===== src/rtl/sb_pkg.sv =====
package sb_pkg;
  typedef struct packed {
    logic valid;   // slot holds a queued line
    logic ready;   // data for that line has arrived
    logic issued;  // request for the current line has been sent
    logic busy;    // some request for this slot is in flight
  } sb_flags_t;
endpackage


===== src/rtl/sb_entry.sv =====
module sb_entry
  import sb_pkg::*;
#(
  parameter int AW = 32,
  parameter int DW = 64
) (
  input  logic          clk_i,
  input  logic          rst_ni,
  input  logic          load_i,
  input  logic [AW-1:0] load_addr_i,
  input  logic          issue_i,
  input  logic          rsp_i,
  input  logic [DW-1:0] rsp_data_i,
  output logic [AW-1:0] addr_o,
  output logic [DW-1:0] data_o,
  output sb_flags_t     flags_o
);
  sb_flags_t     flags_q;
  logic [AW-1:0] addr_q;
  logic [DW-1:0] data_q;

  always_ff @(posedge clk_i or negedge rst_ni) begin
    if (!rst_ni) begin
      flags_q <= '0;
      addr_q  <= '0;
      data_q  <= '0;
    end else begin
      if (rsp_i)   flags_q.busy <= 1'b0;
      if (issue_i) flags_q.busy <= 1'b1;
      if (load_i) begin
        flags_q.valid  <= 1'b1;
        flags_q.ready  <= 1'b0;
        flags_q.issued <= 1'b0;
        addr_q         <= load_addr_i;
      end else begin
        if (issue_i) flags_q.issued <= 1'b1;
        // a response for an overwritten line is dropped
        if (rsp_i && flags_q.issued) begin
          flags_q.ready <= 1'b1;
          data_q        <= rsp_data_i;
        end
      end
    end
  end

  assign addr_o  = addr_q;
  assign data_o  = data_q;
  assign flags_o = flags_q;

  p_one_outstanding_r8: assert property (@(posedge clk_i) disable iff (!rst_ni)
    issue_i |-> !flags_q.busy);

  p_stale_dropped_r8: assert property (@(posedge clk_i) disable iff (!rst_ni)
    (rsp_i && !flags_q.issued && !flags_q.ready) |=> !flags_q.ready);
endmodule


===== src/rtl/sb_pick.sv =====
module sb_pick #(
  parameter  int DEPTH = 4,
  localparam int IW    = (DEPTH > 1) ? $clog2(DEPTH) : 1
) (
  input  logic [IW-1:0]    head_i,
  input  logic [DEPTH-1:0] cand_i,
  output logic             found_o,
  output logic [IW-1:0]    idx_o
);
  // oldest candidate first, walking from the head
  always_comb begin
    int j;
    found_o = 1'b0;
    idx_o   = '0;
    for (int k = 0; k < DEPTH; k++) begin
      j = int'(head_i) + k;
      if (j >= DEPTH) j = j - DEPTH;
      if (!found_o && cand_i[j]) begin
        found_o = 1'b1;
        idx_o   = IW'(j);
      end
    end
  end
endmodule


===== src/rtl/stream_prefetch.sv =====
module stream_prefetch
  import sb_pkg::*;
#(
  parameter  int AW    = 32,
  parameter  int DW    = 64,
  parameter  int DEPTH = 4,
  localparam int IW    = (DEPTH > 1) ? $clog2(DEPTH) : 1
) (
  input  logic          clk_i,
  input  logic          rst_ni,
  input  logic          lkp_valid_i,
  input  logic [AW-1:0] lkp_addr_i,
  input  logic          lkp_cache_hit_i,
  output logic          pf_hit_o,
  output logic          pf_stall_o,
  output logic [DW-1:0] pf_data_o,
  output logic          mreq_valid_o,
  input  logic          mreq_ready_i,
  output logic [AW-1:0] mreq_addr_o,
  output logic [IW-1:0] mreq_tag_o,
  input  logic          mrsp_valid_i,
  input  logic [IW-1:0] mrsp_tag_i,
  input  logic [DW-1:0] mrsp_data_i
);
  localparam logic [IW-1:0] LAST = IW'(DEPTH - 1);

  logic [AW-1:0]    slot_addr [DEPTH];
  logic [DW-1:0]    slot_data [DEPTH];
  sb_flags_t        slot_flags[DEPTH];
  logic [DEPTH-1:0] cand;

  logic [IW-1:0] head_q, lock_idx_q, pick_idx, sel_idx;
  logic [AW-1:0] next_q, head_addr;
  logic          lock_q, pick_found;
  sb_flags_t     head_flags;
  logic          miss, head_match, flush, pop, fire;

  assign head_addr  = slot_addr[head_q];
  assign head_flags = slot_flags[head_q];
  assign head_match = head_flags.valid && (head_addr == lkp_addr_i);
  assign miss       = lkp_valid_i && !lkp_cache_hit_i;
  assign pf_hit_o   = miss && head_match && head_flags.ready;
  assign pf_stall_o = miss && head_match && !head_flags.ready;
  assign pf_data_o  = slot_data[head_q];
  assign flush      = miss && !head_match;
  assign pop        = pf_hit_o;

  sb_pick #(.DEPTH(DEPTH)) u_pick (
    .head_i  (head_q),
    .cand_i  (cand),
    .found_o (pick_found),
    .idx_o   (pick_idx)
  );

  // a request left waiting keeps its slot until accepted
  assign sel_idx      = lock_q ? lock_idx_q : pick_idx;
  assign mreq_valid_o = lock_q || pick_found;
  assign mreq_addr_o  = slot_addr[sel_idx];
  assign mreq_tag_o   = sel_idx;
  assign fire         = mreq_valid_o && mreq_ready_i;

  for (genvar i = 0; i < DEPTH; i++) begin : g_slot
    logic          load, issue, rsp;
    logic [AW-1:0] load_addr;

    assign load      = flush || (pop && head_q == IW'(i));
    assign load_addr = flush ? lkp_addr_i + AW'(i + 1) : next_q;
    assign issue     = fire && sel_idx == IW'(i);
    assign rsp       = mrsp_valid_i && mrsp_tag_i == IW'(i);
    assign cand[i]   = slot_flags[i].valid && !slot_flags[i].issued && !slot_flags[i].busy;

    sb_entry #(.AW(AW), .DW(DW)) u_entry (
      .clk_i       (clk_i),
      .rst_ni      (rst_ni),
      .load_i      (load),
      .load_addr_i (load_addr),
      .issue_i     (issue),
      .rsp_i       (rsp),
      .rsp_data_i  (mrsp_data_i),
      .addr_o      (slot_addr[i]),
      .data_o      (slot_data[i]),
      .flags_o     (slot_flags[i])
    );
  end

  always_ff @(posedge clk_i or negedge rst_ni) begin
    if (!rst_ni) begin
      head_q     <= '0;
      next_q     <= '0;
      lock_q     <= 1'b0;
      lock_idx_q <= '0;
    end else begin
      if (flush) begin
        head_q <= '0;
        next_q <= lkp_addr_i + AW'(DEPTH + 1);
      end else if (pop) begin
        head_q <= (head_q == LAST) ? '0 : head_q + 1'b1;
        next_q <= next_q + 1'b1;
      end
      lock_q     <= mreq_valid_o && !mreq_ready_i && !flush;
      lock_idx_q <= sel_idx;
    end
  end

  p_hit_stall_excl_r6: assert property (@(posedge clk_i) disable iff (!rst_ni)
    !(pf_hit_o && pf_stall_o));

  p_cache_hit_quiet_r3: assert property (@(posedge clk_i) disable iff (!rst_ni)
    (lkp_valid_i && lkp_cache_hit_i) |-> (!pf_hit_o && !pf_stall_o));

  p_req_hold_r10: assert property (@(posedge clk_i) disable iff (!rst_ni)
    (mreq_valid_o && !mreq_ready_i && !flush) |=>
      (mreq_valid_o && $stable(mreq_addr_o) && $stable(mreq_tag_o)));

  p_restart_head_r2: assert property (@(posedge clk_i) disable iff (!rst_ni)
    flush |=> (head_flags.valid && head_addr == $past(lkp_addr_i) + AW'(1)));
endmodule


===== config.mk =====
export PLATFORM = sky130hd
export DESIGN_NAME = stream_prefetch
export DESIGN_NICKNAME = d
export VERILOG_FILES = /design/src/rtl/sb_pkg.sv /design/src/rtl/sb_entry.sv /design/src/rtl/sb_pick.sv /design/src/rtl/stream_prefetch.sv
export SDC_FILE = /design/constraint.sdc
export NUM_CORES = 1
export LEC_CHECK = 0
export BUFFER_PORTS_ARGS = -buffer_cell sky130_fd_sc_hd__buf_2
export CAP_MARGIN = 30
export CORE_MARGIN = 3
export CORE_UTILIZATION = 35
export CTS_BUF_LIST = sky130_fd_sc_hd__clkbuf_4 sky130_fd_sc_hd__clkbuf_8
export CTS_CLUSTER_DIAMETER = 100
export CTS_CLUSTER_SIZE = 28
export DETAILED_ROUTE_END_ITERATION = 10
export PLACE_DENSITY = 0.61
export SLEW_MARGIN = 20
export SYNTH_ARGS = -nofsm -noshare
export SYNTH_HDL_FRONTEND = slang
export SYNTH_SLANG_ARGS = --single-unit
export TNS_END_PERCENT = 50

===== constraint.sdc =====
create_clock -name clk_i -period 5 [get_ports clk_i]
set_input_delay 0.75 -clock clk_i [delete_from_list [all_inputs] [get_ports clk_i]]
set_output_delay 0.75 -clock clk_i [all_outputs]
set_load 0.1 [all_outputs]

==> results.json, run 1 <==
{
  "hold_viol": 0,
  "dpl.cell_count": 3264,
  "gp_congestion": 0.912,
  "die_w_um": 275,
  "grt_pass1_vias": 19393,
  "start_kind": "flop",
  "slew_violations": 0,
  "insertion_delay_ns": 0.70,
  "drtAntennaViolNets": 0,
  "fillers": 6852,
  "met1_usage_pct": 27.6,
  "nets": 2461,
  "placed_cell_area_um2": 28000,
  "fmax_mhz": 209,
  "finalCritPeriodShare_pct": 95.9,
  "drive_above_1_share_pct": 25.5,
  "syn_avg_cell_area_um2": 11.3,
  "grt_pass1_wl_um": 120000,
  "synth-edff-count": 0,
  "netlist_instances": 2241,
  "cp.arrival_ns": 4.04,
  "status": "complete, no violations",
  "yosysWarningCount": 0,
  "gr-usage-met3_pct": 2.75,
  "ys_seq_elements": 437,
  "syn_to_final_growth_pct": 13.1,
  "ir_drop_v": 0.000553,
  "syn_nets": 2357,
  "yosysTopAreaCell": "dfrtp_1",
  "placementRows": 98,
  "io_buffers": 204,
  "r2r_end": "g_slot[3].u_entry.addr_o[1]",
  "first_iter_violations": 1604,
  "overflow": 0,
  "htreeDepth": 1,
  "netlist_top_cells_area": "dfrtp_1, mux4_2, mux2i_1",
  "yosysTopAreaCellShare_pct": 43.1,
  "drt_first_pass_iters": 5,
  "initial_core_util_pct": 35.4,
  "grt_max_degree": 133,
  "wl_um": 79000,
  "async_reset_ff_share_pct": 100,
  "crit_start": "head_q[1]",
  "reg2reg_from": "head_q[1]",
  "hpwl_um": 54100,
  "rsz0062_at_grt": "no",
  "drv_cap": 0,
  "die-area_um2": 75800,
  "die_h_um": 275,
  "core_um2": 71700,
  "critPathKind": "flop to output pin",
  "crit_path_end_kind": "output pin",
  "tightest_slew_ns": 1.02,
  "grt.busiest_layer": "met2",
  "track_usage_pct": 20.3,
  "drc": 0,
  "multi_input_area_um2": 13600,
  "synthFlopType": "dfrtp_1",
  "fin_skew_ns": 0.0718,
  "clkTransAtPathRegs_ns": 0.16,
  "hold_path_class": "input pin to async pin",
  "seq_area_um2": 10900,
  "clock_path_buffers": 3,
  "via_per_inst": 5.74,
  "crit_end": "mreq_addr_o[23]",
  "setup_viol": 0,
  "ys_seq_area_share_pct": 43.1,
  "cp_max_fo": 22,
  "r2r_setup_slack_ns": 0.66,
  "cts_root_buf": "clkbuf_8",
  "antenna_found_initial": 7,
  "fin_area_um2": 28700,
  "cts_made_buffers": 25,
  "vias": 19035,
  "wl_per_cell_um": 23.8,
  "stdcell_count": 3314,
  "fin_crit_ns": 4.79,
  "cts_sinks": 437,
  "worstPathRequired_ns": 4.25,
  "cts_tree": "yes",
  "relSlewSlack_pct": 31.9,
  "io_pins": 205,
  "reg2regPathDepth": 12,
  "p_leak_uw": 0.0115,
  "syn_area_um2": 25400,
  "power_density_nw_per_um2": 560,
  "gr-usage-met2_pct": 33.5,
  "yosysUniqueCellTypes": 64
}
## synthesized netlist by cell type (all sizes together) (4+ instances only)
| library cell | count |
|---|---|
| dfrtp | 437 |
| nand3 | 43 |
| and4 | 6 |
| a31oi | 6 |
| mux2i | 200 |
| and2 | 11 |
| nor4 | 15 |
| o21a | 6 |
| o32a | 12 |
| nand2 | 124 |
| o32ai | 49 |
| xnor2 | 116 |
| a22oi | 5 |
| nor3b | 9 |
| a2bb2oi | 18 |
| or2 | 8 |
| and3 | 11 |
| a21oi | 132 |
| or3 | 6 |
| nor3 | 32 |
| clkbuf | 111 |
| nand3b | 10 |
| mux2 | 257 |
| inv | 18 |
| nor2 | 186 |
| buf | 89 |
| o22a | 55 |
| nand2b | 9 |
| xor2 | 59 |
| a21o | 8 |
| ha | 12 |
| o21ai | 23 |
| nand4 | 34 |
| mux4 | 89 |
| nor2b | 4 |
## area by class of cell
cell class / instances / area share (%)
inverter: 19 / 0.248
clock buffer: 26 / 1.22
multi-input combinational: 1585 / 47.2
tap: 950 / 4.14
clock inverter: 15 / 0.888
antenna: 5 / 0.0435
timing repair buffer: 277 / 8.16
sequential: 437 / 38.1
## sequential cells by signal, indices dropped and copies added (netlist names)
register                cells
g_slot.u_entry.data_o     256
g_slot.u_entry.addr_o     128
next_q                     32
g_slot.u_entry.flags_o     16
head_q                      2
lock_idx_q                  2
lock_q                      1
## cells by family (layout without fill, tap and decap cells)
group | Yosys count | count (layout) | synth area share [%]
multiplexers | 546 | 546 | 27.2
buffers and inverters | 219 | 337 | 4.12
flip-flops | 437 | 437 | 43.1
adder cells (fa/ha/maj) | 12 | 12 | 0.591
AND/OR/NAND/NOR | 512 | 512 | 9.63
XOR/XNOR | 175 | 175 | 6.03
AO/OA/AOI/OAI | 340 | 340 | 9.40
other | 0 | 5 | 0
## stage by stage
step	setup WS, ns	TNS [ns]	util (%)	hold WS, ns	total power [µW]
floorplan	-0.469	-7.42	-	0.444	11700
global placement	0.485	0	39.1	0.461	14000
detailed placement	0.509	0	39.1	0.473	14300
CTS	0.0232	0	39.9	0.151	16300
global route	0.0348	0	40.1	0.178	16800
finish	0.205	0	40.1	0.210	16100
## cell usage in the layout (no fill, tap or decap), types with 8 or more instances in the layout
cell,n
dfrtp_1,435
mux2i_1,190
nor2_1,182
buf_2,169
mux2_2,150
a21oi_1,128
nand2_1,123
xnor2_1,115
mux2_1,107
mux4_2,89
xor2_1,59
o22a_1,55
buf_12,52
buf_4,51
o32ai_1,49
nand3_1,43
nand4_1,34
nor3_1,30
clkbuf_8,25
o21ai_0,23
inv_1,18
a2bb2oi_1,18
nor4_1,12
o32a_1,12
and3_1,11
ha_1,11
mux2i_2,10
and2_1,10
nand3b_1,10
nor3b_1,8
nand2b_1,8
or2_2,8
a21o_1,8
## worst min path at each step
| stage | startpoint | slack, ns | end |
|---|---|---|---|
| 2_1_floorplan | g_slot[0].u_entry.flags_o[3] | 0.44 | g_slot[0].u_entry.flags_o[3] |
| 3_3_place_gp | g_slot[2].u_entry.data_o[25] | 0.46 | g_slot[2].u_entry.data_o[25] |
| 3_5_place_dp | g_slot[0].u_entry.data_o[5] | 0.47 | g_slot[0].u_entry.data_o[5] |
| 4_1_cts | mreq_ready_i | 0.15 | lock_q |
| 5_1_grt | mreq_ready_i | 0.18 | lock_q |
| 6_report | rst_ni | 0.21 | g_slot[0].u_entry.data_o[45] |
## critical path: stages, from the launching register on
cell,delay [ns]
dfrtp_4,0.78
inv_1,0.12
ha_2,0.53
nor2_1,0.07
a22oi_1,0.16
o21ai_0,0.09
a221oi_1,0.52
a31oi_4,0.16
buf_4,0.29
mux2i_2,0.38
buf_12,0.22
## report_power, final
part	internal (µW)	switching, µW
Sequential	4700	688
Clock	663	1320
Combinational	2950	5780
## timing repair
action,4_1_cts,5_1_grt
endpoints found under the setup margin,33,28
gates resized for setup,5,2
hold buffers,0,0
endpoints found under the hold margin,0,0
buffers inserted,0,2
## layer usage
metal	wire [µm]	up-vias
li1	-	8365
met1	33700	9785
met2	37500	746
met3	5310	135
met4	2380	4
met5	22	-
(Power assumes the default switching activity.)
==> run 2: changes to the inputs <==
CORE_MARGIN = default   (was 3)
GPL_TIMING_DRIVEN = 0   (was default)
SKIP_CTS_REPAIR_TIMING = 1   (was default)
==> run 2 against run 1 <==
Against the previous run: utilization increased by 1.3 points; routed wire length increased by 27%; largest cell class unchanged; largest power group unchanged; clock skew decreased by 0.041 ns; non-clock buffer count increased by 167; cell count increased by 4.9%; combinational power increased by 4.1%; power increased by 1.4%.
==> results.json, run 2 (same netlist as run 1, synthesis figures left out) <==
{
  "status": "complete, no violations",
  "relSlewSlack_pct": 24.4,
  "power_density_nw_per_um2": 552,
  "rsz0062_at_grt": "yes",
  "drv_cap": 0,
  "crit_path_end_kind": "output pin",
  "initial_core_util_pct": 35.5,
  "cts_tree": "yes",
  "track_usage_pct": 26.8,
  "nets": 2626,
  "grt_pass1_wl_um": 146000,
  "die_w_um": 271,
  "layout_commonest_cell": "dfrtp_1",
  "hold_viol": 0,
  "slowest_delay_ns": 0.72,
  "fin_skew_ns": 0.0306,
  "cts_made_buffers": 23,
  "tns_ns": 0,
  "cp.arrival_ns": 4.25,
  "hpwl_um": 72900,
  "first_iter_violations": 2373,
  "path_buf_inv": 5,
  "htreeDepth": 1,
  "die_h_um": 271,
  "insertion_delay_ns": 0.72,
  "wl_um": 101000,
  "io_buffers": 184,
  "finalCritPeriodShare_pct": 99.9,
  "setup_viol": 0,
  "cts_root_buf": "clkbuf_8",
  "grt_pass1_vias": 20995,
  "crit_path_top_delay_cell": "clkbuf_1",
  "clock_path_buffers": 3,
  "critPathKind": "flop to output pin",
  "largest_reg_flops": 256,
  "critPathTopFamily": "buffers and inverters",
  "vias": 20637,
  "die-area_um2": 73600,
  "core_um2": 71600,
  "hold_slack_ns": 0.0300,
  "drt_first_pass_iters": 7,
  "clkTransAtPathRegs_ns": 0.16,
  "start_kind": "flop",
  "p_leak_uw": 0.0118,
  "grt_max_degree": 108,
  "io_pins": 205,
  "gp_congestion": 1.02,
  "hold_path_class": "input pin to async pin",
  "drc": 0,
  "wl_per_cell_um": 28.9,
  "ir_drop_v": 0.000474,
  "cpMostUsedCell": "buf_12",
  "cp_max_fo": 10,
  "overflow": 0,
  "drive_above_1_share_pct": 26.2,
  "tightest_slew_ns": 1.13,
  "drtAntennaViolNets": 0,
  "antenna_found_initial": 2,
  "slew_violations": 0,
  "fmax_mhz": 200,
  "placementRows": 98,
  "cts_sinks": 437,
  "layout_common_cells": "dfrtp_1, nor2_1, mux2i_1, buf_2, mux2_2",
  "via_per_inst": 5.94,
  "crit_chain": "buf_12 > buf_8 > buf_6 > mux2i_1 > mux2i_4 > clkbuf_1 > nand2_1 > nor2_4 > buf_12",
  "fin_crit_ns": 5.00,
  "syn_to_final_growth_pct": 16.5,
  "worstPathRequired_ns": 4.25
}
[run 2: cell count changes in the layout (fill, tap and decap cells not counted), sizes merged]
cell | previous run | this run
clkbuf | 27 | 142
buf | 276 | 326
clkinvlp | 0 | 2
diode | 5 | 3
inv | 26 | 24
clkinv | 6 | 5
[run 2: worst paths after layout]
kind | startpoint | end | slack [ns] | depth (start not counted)
min in group clk_i | mreq_ready_i | lock_q | 0.20 | 2
worst min register to register | g_slot[0].u_entry.data_o[9] | g_slot[0].u_entry.data_o[9] | 0.50 | 1
worst max register to register | head_q[0] | g_slot[3].u_entry.addr_o[19] | 0.34 | 10
worst max-delay path | head_q[0] | pf_hit_o | 0.003 | 9
max in group asynchronous | rst_ni | g_slot[0].u_entry.data_o[16] | 3.55 | 3
worst min-delay path | rst_ni | g_slot[3].u_entry.data_o[57] | 0.03 | 1
[run 2: final cells by class]
class | instances | area, µm²
clock buffers | 24 | 324
inverters | 19 | 75.1
clock inverters | 14 | 183
multi-input cells | 1585 | 13800
fillers | 6894 | 42000
well taps | 950 | 1190
diodes | 3 | 7.51
plain buffers | 198 | 1150
flip-flops and latches | 437 | 10900
repair buffers | 246 | 1930
[run 2: worst reg2reg max path, cell delays in order (launching register included)]
cell and delay (ns):
dfrtp_2 0.46, buf_12 0.18, buf_8 0.24, buf_6 0.27, mux2i_1 0.24, mux2i_4 0.51
nand2_1 0.54, and2_1 0.39, a21oi_2 0.75, clkbuf_1 0.77, o22a_1 0.24
[run 2: layer usage]
metal | up-vias | global-route usage, % | wire length, µm
li1 | 8703 | - | -
met1 | 10564 | 35.0 | 40100
met2 | 1081 | 42.2 | 45800
met3 | 289 | 5.28 | 9030
met4 | 0 | 13.6 | 5710
met5 | - | 0 | 0
[run 2: through the flow]
| stage | utilization, % | total power, µW | cells | setup slack, ns | cell area (µm²) |
|---|---|---|---|---|---|
| global route | 41.3 | 17000 | 3474 | -0.0694 | 29600 |
| finish | 41.3 | 16300 | 3476 | 0.00313 | 29600 |
| floorplan | - | 11700 | 2241 | -0.469 | 25400 |
| global placement | 38.5 | 13300 | 3375 | -5.53 | 27600 |
| CTS | 39.7 | 15400 | 3435 | -1.86 | 28400 |
| detailed placement | 39.0 | 13600 | 3397 | -1.01 | 27900 |
[run 2: power breakdown]
group	switching [µW]	internal, µW
Clock	1280	589
Sequential	665	4700
Combinational	6140	2950
==> run 3: changes to the inputs <==
clock period = 5.4 ns   (was 5 ns; I/O delays follow)
==> run 3 against run 2 <==
Against the previous run: utilization fell by 1.0 points; design area fell by 2.5%; critical path depth rose by 5; clock-buffer cell count did not move; worst setup slack improved by 0.059 ns; non-clock buffer count fell by 28; flip-flop and latch count did not move; hold slack improved by 0.057 ns; die area did not move; sequential power fell by 7.4%; critical path type unchanged.
==> results.json, run 3 (same netlist as run 1, synthesis figures left out) <==
{
  "clock_path_buffers": 3,
  "p_total_uw": 14400,
  "finalCritPeriodShare_pct": 98.8,
  "cpMostUsedCell": "buf_6",
  "clkTransAtPathRegs_ns": 0.16,
  "hold_path_class": "input pin to async pin",
  "cp_max_fo": 10,
  "syn_to_final_growth_pct": 13.6,
  "drc": 0,
  "core_um2": 71600,
  "die-area_um2": 73600,
  "hold_viol": 0,
  "fin_skew_ns": 0.0366,
  "ir_drop_v": 0.000466,
  "cts_made_buffers": 23,
  "antenna_found_initial": 2,
  "worstPathRequired_ns": 4.59,
  "tightest_slew_ns": 1.15,
  "vias": 20474,
  "cts_sinks": 437,
  "cp.arrival_ns": 4.53,
  "grt_pass1_vias": 20995,
  "cp.depth": 14,
  "critPathTopFamily": "buffers and inverters",
  "placementRows": 98,
  "grt_max_degree": 108,
  "p_leak_uw": 0.0115,
  "relSlewSlack_pct": 23.6,
  "crit_path_end_kind": "output pin",
  "fillers": 6981,
  "setup_viol": 0,
  "tns_ns": 0,
  "overflow": 0,
  "io_buffers": 184,
  "drt_first_pass_iters": 5,
  "wl_per_cell_um": 29.0,
  "status": "complete, no violations",
  "hold_slack_ns": 0.0866,
  "die_w_um": 271,
  "crit_chain": "buf_8 > buf_4 > buf_6 > mux4_2 > xnor2_2 > nand4_1 > nor4_2 > and4_4 > buf_6 > nand2_4 > buf_6 > buf_4 > nor3_4 > buf_12",
  "wl_um": 99800,
  "nets": 2598,
  "slew_violations": 0,
  "grt_pass1_wl_um": 146000,
  "layout_commonest_cell": "dfrtp_1",
  "stdcell_count": 3447,
  "first_iter_violations": 2409,
  "insertion_delay_ns": 0.72,
  "gp_congestion": 1.02,
  "track_usage_pct": 26.8,
  "initial_core_util_pct": 35.5,
  "htreeDepth": 1,
  "drive_above_1_share_pct": 24.7,
  "rsz0062_at_grt": "yes",
  "io_pins": 205,
  "drtAntennaViolNets": 0,
  "cts_tree": "yes",
  "slowest_delay_ns": 0.45,
  "cts_root_buf": "clkbuf_8",
  "drv_cap": 0,
  "via_per_inst": 5.94,
  "reg2regPathDepth": 10,
  "die_h_um": 271,
  "layout_common_cells": "dfrtp_1, mux2i_1, nor2_1, buf_2, mux2_2",
  "largest_reg_flops": 256,
  "hpwl_um": 72900,
  "critPathKind": "flop to output pin",
  "dpl.cell_count": 3397,
  "start_kind": "flop",
  "power_density_nw_per_um2": 500,
  "crit_path_top_delay_cell": "dfrtp_1",
  "fmax_mhz": 187,
  "fin_crit_ns": 5.34,
  "path_buf_inv": 7
}
## run 3: layout make-up
cell class                      instances  area [µm²]  share of cell area (%)
Inverter                               19        71.3                   0.247
Sequential cell                       437       10900                    37.9
Antenna cell                            2        5.00                  0.0173
Clock buffer                           24         324                    1.12
Timing Repair Buffer                  217        1460                    5.05
Tap cell                              950        1190                    4.12
Clock inverter                         14         183                   0.633
Buffer                                199        1080                    3.74
Multi-Input combinational cell       1585       13600                    47.2
## run 3: worst register-to-register path, cell delays in order (launching register included)
cell,delay [ns]
dfrtp_2,0.43
buf_12,0.21
buf_8,0.27
buf_6,0.26
mux2i_1,0.23
mux2i_4,0.49
nand2_1,0.54
and2_1,0.39
a21oi_2,0.79
clkbuf_1,0.77
o22a_1,0.24
## run 3: routing by layer
metal	wire (µm)	part of all wire, %	global-route usage, %	vias to the layer above
li1	-	-	-	8637
met1	39900	40	35.0	10465
met2	45600	46	42.2	1089
met3	8630	8.6	5.28	283
met4	5690	5.7	13.6	0
met5	0	0	0	-
## run 3: final timing paths
kind | startpoint | endpoint | slack (ns)
setup / recovery | head_q[1] | pf_stall_o | 0.06
hold / removal | rst_ni | g_slot[3].u_entry.data_o[57] | 0.09
hold reg to reg | g_slot[3].u_entry.data_o[55] | g_slot[3].u_entry.data_o[55] | 0.50
min in group clk_i | mreq_ready_i | lock_q | 0.25
setup reg to reg | head_q[0] | g_slot[3].u_entry.addr_o[19] | 0.71
max in group asynchronous | rst_ni | g_slot[0].u_entry.data_o[16] | 3.89
## run 3: per-stage QoR
stage / util [%] / instance area [µm²] / worst slack (ns)
2_1_floorplan: - / 25400 / -0.129
3_3_place_gp: 38.5 / 27600 / -5.19
3_5_place_dp: 39.0 / 27900 / -0.665
4_1_cts: 39.7 / 28400 / -1.52
5_1_grt: 40.3 / 28900 / -0.00268
6_report: 40.3 / 28900 / 0.0623
## run 3: report_power, final
| part | internal (µW) | switching (µW) |
|---|---|---|
| Sequential | 4350 | 613 |
| Combinational | 2260 | 5490 |
| Clock | 545 | 1190 |
| Total | 7160 | 7290 |
